`config.mk`:
```
export PLATFORM = sky130hd
export DESIGN_NAME = bf16_narrow_cvt
export DESIGN_NICKNAME = d
export VERILOG_FILES = /design/src/rtl/bfcvt_pkg.sv /design/src/rtl/bfcvt_control.sv /design/src/rtl/bfcvt_datapath.sv /design/src/rtl/bf16_narrow_cvt.sv
export SDC_FILE = /design/constraint.sdc
export NUM_CORES = 1
export LEC_CHECK = 0
export BUFFER_PORTS_ARGS = -buffer_cell sky130_fd_sc_hd__buf_4
export CAP_MARGIN = 30
export CORE_MARGIN = 4
export CORE_UTILIZATION = 35
export DETAILED_ROUTE_END_ITERATION = 8
export GPL_TIMING_DRIVEN = 0
export PLACE_DENSITY = 0.66
export SYNTH_ARGS = -nofsm -noshare
export SYNTH_HDL_FRONTEND = slang
export SYNTH_SLANG_ARGS = --single-unit
```
`constraint.sdc`:
```
create_clock -name clk -period 5.3 [get_ports clk]
set_clock_uncertainty 0.1 [all_clocks]
set_input_delay 0.53 -clock clk [delete_from_list [all_inputs] [get_ports clk]]
set_output_delay 0.53 -clock clk [all_outputs]
set_load 0.02 [all_outputs]
```
`src/rtl/bfcvt_pkg.sv`:
```
package bfcvt_pkg;
  localparam int SRC_W      = 32;
  localparam int EXP_W      = 8;
  localparam int SRC_FRAC_W = 23;
  localparam int DST_FRAC_W = 7;
  localparam int DST_W      = 1 + EXP_W + DST_FRAC_W;
  localparam int DROP_W     = SRC_FRAC_W - DST_FRAC_W;

  typedef enum logic [2:0] {
    RM_NEAR_EVEN = 3'b000,
    RM_TO_ZERO   = 3'b001,
    RM_DOWN      = 3'b010,
    RM_UP        = 3'b011,
    RM_NEAR_MAX  = 3'b100,
    RM_DYNAMIC   = 3'b111
  } roundCode_e;

  typedef struct packed {
    logic modeRne;
    logic modeRtz;
    logic modeRdn;
    logic modeRup;
    logic modeRmm;
    logic illegal;
    logic boxFail;
  } cvtCtrl_t;
endpackage

```
`src/rtl/bfcvt_control.sv`:
```
module bfcvt_control
  import bfcvt_pkg::*;
#(
  parameter int REG_W = 64
) (
  input  logic [REG_W-1:0] inData,
  input  logic             boxCheckEn,
  input  logic [2:0]       rmField,
  input  logic [2:0]       dynMode,
  output cvtCtrl_t         ctrl
);
  logic [2:0] effMode;
  logic       boxBad;

  always_comb begin
    effMode = (rmField == RM_DYNAMIC) ? dynMode : rmField;
  end

  generate
    if (REG_W > SRC_W) begin : g_box
      always_comb boxBad = boxCheckEn && !(&inData[REG_W-1:SRC_W]);
    end else begin : g_nobox
      logic unusedBits;
      always_comb unusedBits = ^inData ^ boxCheckEn;
      always_comb boxBad = 1'b0;
    end
  endgenerate

  always_comb begin
    ctrl.modeRne = (effMode == RM_NEAR_EVEN);
    ctrl.modeRtz = (effMode == RM_TO_ZERO);
    ctrl.modeRdn = (effMode == RM_DOWN);
    ctrl.modeRup = (effMode == RM_UP);
    ctrl.modeRmm = (effMode == RM_NEAR_MAX);
    ctrl.illegal = (effMode > RM_NEAR_MAX);
    ctrl.boxFail = boxBad;
  end
endmodule

```
`src/rtl/bfcvt_datapath.sv`:
```
module bfcvt_datapath
  import bfcvt_pkg::*;
(
  input  logic             clk,
  input  logic             rstN,
  input  logic             inValid,
  input  logic [SRC_W-1:0] operand,
  input  cvtCtrl_t         ctrl,
  output logic             outValid,
  output logic [DST_W-1:0] outResult,
  output logic             flagInvalid,
  output logic             flagOverflow,
  output logic             flagUnderflow,
  output logic             flagInexact,
  output logic             illegalMode
);
  localparam logic [EXP_W-1:0] EXP_ONES = '1;
  localparam logic [SRC_W-1:0] SRC_QNAN = {1'b0, EXP_ONES, 1'b1, {(SRC_FRAC_W-1){1'b0}}};
  localparam logic [DST_W-1:0] DST_QNAN = {1'b0, EXP_ONES, 1'b1, {(DST_FRAC_W-1){1'b0}}};
  localparam logic [DST_W-2:0] MAX_MAG  = {EXP_ONES - 1'b1, {DST_FRAC_W{1'b1}}};
  localparam logic [DST_W-2:0] INF_MAG  = {EXP_ONES, {DST_FRAC_W{1'b0}}};

  function automatic logic decideUp(cvtCtrl_t c, logic s, logic l, logic g, logic t);
    return (c.modeRne & g & (t | l)) |
           (c.modeRmm & g) |
           (c.modeRdn & s & (g | t)) |
           (c.modeRup & ~s & (g | t));
  endfunction

  logic [SRC_W-1:0]      opBits;
  logic                  sgn;
  logic [EXP_W-1:0]      expo;
  logic [SRC_FRAC_W-1:0] frac;
  logic                  isNan, isSnan, isInf, isZero;
  logic                  grd, stk, roundUp, roundUpUnb;
  logic [DST_W-1:0]      magSum;
  logic                  ovf, ovfToInf, tiny, lostBits;
  logic [DST_W-1:0]      nextRes;
  logic                  nextNv, nextOf, nextUf, nextNx;

  always_comb begin
    opBits   = ctrl.boxFail ? SRC_QNAN : operand;
    sgn      = opBits[SRC_W-1];
    expo     = opBits[SRC_W-2 -: EXP_W];
    frac     = opBits[SRC_FRAC_W-1:0];
    isNan    = (expo == EXP_ONES) && (frac != '0);
    isSnan   = isNan && !frac[SRC_FRAC_W-1];
    isInf    = (expo == EXP_ONES) && (frac == '0);
    isZero   = (expo == '0) && (frac == '0);
    grd      = frac[DROP_W-1];
    stk      = |frac[DROP_W-2:0];
    lostBits = grd | stk;
    roundUp  = decideUp(ctrl, sgn, frac[DROP_W], grd, stk);
    magSum   = {1'b0, opBits[SRC_W-2:DROP_W]} + {{(DST_W-1){1'b0}}, roundUp};
    ovf      = (magSum[DST_W-2 -: EXP_W] == EXP_ONES);
    ovfToInf = ctrl.modeRne | ctrl.modeRmm | (ctrl.modeRup & ~sgn) | (ctrl.modeRdn & sgn);
    // unbounded-exponent rounding: only leading-bit-at-top subnormals can reach the normal range
    roundUpUnb = decideUp(ctrl, sgn, frac[DROP_W-1], frac[DROP_W-2], |frac[DROP_W-3:0]);
    tiny     = (expo == '0) &&
               !((&frac[SRC_FRAC_W-1 -: DST_FRAC_W+1]) && roundUpUnb);

    nextRes = '0;
    nextNv  = 1'b0;
    nextOf  = 1'b0;
    nextUf  = 1'b0;
    nextNx  = 1'b0;
    if (ctrl.illegal) begin
      nextRes = '0;
    end else if (isNan) begin
      nextRes = DST_QNAN;
      nextNv  = isSnan;
    end else if (isInf || isZero) begin
      nextRes = {sgn, opBits[SRC_W-2:DROP_W]};
    end else if (ovf) begin
      nextRes = {sgn, ovfToInf ? INF_MAG : MAX_MAG};
      nextOf  = 1'b1;
      nextNx  = 1'b1;
    end else begin
      nextRes = {sgn, magSum[DST_W-2:0]};
      nextNx  = lostBits;
      nextUf  = tiny && lostBits;
    end
  end

  always_ff @(posedge clk) begin
    if (!rstN) begin
      outValid      <= 1'b0;
      outResult     <= '0;
      flagInvalid   <= 1'b0;
      flagOverflow  <= 1'b0;
      flagUnderflow <= 1'b0;
      flagInexact   <= 1'b0;
      illegalMode   <= 1'b0;
    end else begin
      outValid <= inValid;
      if (inValid) begin
        outResult     <= nextRes;
        flagInvalid   <= nextNv;
        flagOverflow  <= nextOf;
        flagUnderflow <= nextUf;
        flagInexact   <= nextNx;
        illegalMode   <= ctrl.illegal;
      end
    end
  end

  // any NaN pattern on the output must be the canonical one
  a_r6_nan_canonical: assert property (@(posedge clk) disable iff (!rstN)
    (outValid && outResult[DST_W-2 -: EXP_W] == EXP_ONES && outResult[DST_FRAC_W-1:0] != '0)
      |-> outResult == DST_QNAN);
  // underflow never without inexact
  a_r5_uf_needs_nx: assert property (@(posedge clk) disable iff (!rstN)
    flagUnderflow |-> flagInexact);
  // overflow carries inexact and excludes underflow
  a_r3_of_needs_nx: assert property (@(posedge clk) disable iff (!rstN)
    flagOverflow |-> (flagInexact && !flagUnderflow));
  // illegal code keeps flags quiet
  a_r2_illegal_silent: assert property (@(posedge clk) disable iff (!rstN)
    illegalMode |-> !(flagInvalid || flagOverflow || flagUnderflow || flagInexact));
  // a legal code selects exactly one rounding strobe
  a_r2_mode_onehot: assert property (@(posedge clk) disable iff (!rstN)
    !ctrl.illegal |-> $onehot({ctrl.modeRne, ctrl.modeRtz, ctrl.modeRdn, ctrl.modeRup, ctrl.modeRmm}));
  // valid follows the strobe one cycle later
  a_r11_valid_follows: assert property (@(posedge clk) disable iff (!rstN)
    inValid |=> outValid);
  a_r11_idle_holds: assert property (@(posedge clk) disable iff (!rstN)
    !inValid |=> (!outValid && $stable(outResult)));
endmodule

```
`src/rtl/bf16_narrow_cvt.sv`:
```
module bf16_narrow_cvt
  import bfcvt_pkg::*;
#(
  parameter int REG_W = 64
) (
  input  logic             clk,
  input  logic             rstN,
  input  logic             inValid,
  input  logic [REG_W-1:0] inData,
  input  logic             boxCheckEn,
  input  logic [2:0]       rmField,
  input  logic [2:0]       dynMode,
  output logic             outValid,
  output logic [15:0]      outResult,
  output logic             flagInvalid,
  output logic             flagDivZero,
  output logic             flagOverflow,
  output logic             flagUnderflow,
  output logic             flagInexact,
  output logic             illegalMode
);
  cvtCtrl_t ctrl;

  bfcvt_control #(.REG_W(REG_W)) u_ctrl (
    .inData     (inData),
    .boxCheckEn (boxCheckEn),
    .rmField    (rmField),
    .dynMode    (dynMode),
    .ctrl       (ctrl)
  );

  bfcvt_datapath u_dp (
    .clk           (clk),
    .rstN          (rstN),
    .inValid       (inValid),
    .operand       (inData[SRC_W-1:0]),
    .ctrl          (ctrl),
    .outValid      (outValid),
    .outResult     (outResult),
    .flagInvalid   (flagInvalid),
    .flagOverflow  (flagOverflow),
    .flagUnderflow (flagUnderflow),
    .flagInexact   (flagInexact),
    .illegalMode   (illegalMode)
  );

  // no division happens here
  assign flagDivZero = 1'b0;
endmodule

```
==> impl_metrics.toml <==
[sta]
rsz0062_at_grt = "false"
finalMaxSlewViolations = 0
hold_violations = 0
setup_viol = 0
finalCritPeriodShare_pct = 78.91
tns_ns = 0
fin_ws_ns = 1.118
hold-worst-slack_ns = 0.3492
fin_crit_ns = 4.182
max_clock_freq_mhz = 239.1

[floorplanning]
core_area_mm2 = 0.004723
dieArea_mm2 = 0.006077
die_height_um = 77.96
fp.dieW_um = 77.96
rows = 25
start_util_pct = 36.26
io_pins = 97

[finish]
stdcell_area_mm2 = 0.002557
fin_nets = 392
layout_common_cells = "buf_4, dfxtp_1, nor2b_1"
antenna_cells = 0
regArea_um2 = 440.4
final_common_cell = "buf_4"
fin_util_pct = 54.15
drive_gt1_share_pct = 37.14
area_growth_pct = 49.31
nFillCells = 482
multi_input_area_mm2 = 0.001180
fin_cells = 382

[clock_network]
h-tree-depth = 1
postCtsSetupBuffers = 0
cts.path.max_buffers = 2
cts_tree = "built"
numClockSinks = 22
holdBufCountCts = 0
root_buffer = "clkbuf_8"
insertion_delay_ns = 0.27
clk_pin_slew_ns = 0.08
cts_buffers = 3
ctsResizeCount = 0

[min_path]
hold_class = "flip-flop to flip-flop"
hp-start = "u_dp.outResult[5]$_SDFFE_PN0P_"

[route]
drtPass1Iterations = 4
vias = 2002
viasPerCell = 5.241
ant_nets = 0
wl_um = 5225
drcViolationCount = 0
post_drt_wl_per_cell_um = 13.68
drtIter0Drc = 143

[global_route]
grt_usage_pct = 17.17
antenna_found_initial = 0
grt_max_degree = 13
overflow = 0
grt_pass1_vias = 2001
grt_pass1_wl_um = 8645

[placement]
dpl_cell_area_mm2 = 0.002502
portBuffers = 94
place_inst = 378
dp_hpwl_um = 4440
dp_slack_ns = 0.8309
gp_congestion = 0.8960

[yosys]
synth_flop_cell = "dfxtp_1"
async_flop_share_pct = 0
synth.distinct_cells = 51
ys_seq_area_share_pct = 25.71
synth.net_count = 293
syn_inst = 217
synth.avg_cell_area_um2 = 7.894
ys_ff_latch = 22
syn_area_mm2 = 0.001713
ys_warn_count = 0
synth-edff-count = 0

[critical_path]
required_ns = 5.37
critical_path.startpoint = "inData[58]"
path_class = "input pin to flip-flop"
crit_fanout = 5
r2r_start = "u_dp.outResult[7]$_SDFFE_PN0P_"
endpoint_kind = "flip-flop"
critPathLaunchType = "input pin"
cp.arrival_ns = 4.25

[power_and_ir_drop]
pwr_density_cell_mw_per_mm2 = 170.2
ir_drop_mv = 0.08005
p_total_uw = 435.2
p_leak_nw = 1.101

[run_status]
status = "finished, final reports clean"

[flow_run]
drv_cap = 0
==> registers in the layout, indices dropped and copies added, names as in the netlist <==
signal and count:
u_dp.outResult 16, u_dp.flagOverflow 1, u_dp.flagInexact 1, u_dp.illegalMode 1, u_dp.flagUnderflow 1, u_dp.flagInvalid 1, u_dp.outValid 1
==> Yosys cell counts (2+ instances only) <==
cell type / instances / share of area (%)
o21ai_0: 16 / 4.7
o22ai_1: 2 / 0.73
inv_1: 6 / 1.3
o21a_1: 2 / 0.88
and3_1: 3 / 1.1
nand2_1: 16 / 3.5
or4_4: 2 / 1.3
xnor2_1: 4 / 2.0
a31oi_1: 3 / 1.1
nor3_1: 8 / 2.3
and2_1: 5 / 1.8
nor2b_1: 17 / 6.2
nor4_1: 10 / 3.7
nand4_1: 13 / 4.7
a21boi_0: 5 / 2.2
nand2b_1: 6 / 2.2
nand3b_1: 2 / 0.88
o211a_1: 2 / 1.2
xor2_1: 7 / 3.6
nand3_1: 7 / 2.0
buf_4: 4 / 1.8
nor2_1: 10 / 2.2
a21oi_1: 9 / 2.6
clkbuf_1: 2 / 0.44
and3_2: 2 / 0.88
and4_1: 3 / 1.5
a22o_1: 5 / 2.6
dfxtp_1: 22 / 26
ha_1: 2 / 1.5
==> final timing paths <==
| path | end | slack [ns] | cells after the start |
|---|---|---|---|
| worst min-delay path | u_dp.outResult[5]$_SDFFE_PN0P_ | 0.35 | 2 |
| worst max register to register | u_dp.outResult[7]$_SDFFE_PN0P_ | 4.47 | 4 |
| worst min register to register | u_dp.outResult[5]$_SDFFE_PN0P_ | 0.35 | 2 |
| worst max-delay path | u_dp.outResult[3]$_SDFFE_PN0P_ | 1.12 | 16 |
==> logic make-up after synthesis <==
kind of cell,after synthesis,share of synthesized area (%)
AO/OA/AOI/OAI,55,23.45
XOR/XNOR,11,5.624
adder cells (fa/ha/maj),2,1.461
buffers and inverters,16,5.405
flip-flops,22,25.71
other,1,0.2189
AND/OR/NAND/NOR,110,38.13
==> metal layers <==
layer	vias up	part of all wire [%]	global-route usage (%)	wire, µm
li1	1012	-	-	-
met1	881	38	20.51	2007
met2	104	50	31.93	2637
met3	5	10	2.436	523
met4	0	1.1	4.196	56
met5	-	0	0	0
==> layout make-up <==
type,instances,area share (%)
plain buffers,10,2.740
repair buffers,94,27.59
inverters,6,0.8806
multi-input cells,179,46.14
flip-flops and latches,22,17.22
well taps,67,3.278
clock buffers,4,2.153
==> power by group <==
part	switching [mW]	total, mW	leakage, nW	internal, mW
registers	0.00376	0.177	0.180	0.174
clock network	0.0562	0.123	0.0288	0.0663
logic	0.0642	0.135	0.892	0.0712
total	0.124	0.435	1.10	0.311
==> critical path, cell delays in order <==
cell       delay [ns]
buf_4            0.07
nand4_1          0.10
or4_4            0.58
nand4bb_1        0.18
and3_2           0.23
nor2b_1          0.14
nor2_1           0.05
a211oi_1         0.30
ha_1             0.26
nand4_2          0.19
o31a_2           0.38
o22ai_1          0.33
o41ai_4          0.12
a31oi_1          0.37
o21ai_0          0.16
a22o_1           0.25
Power figures use the tool's default switching activity.
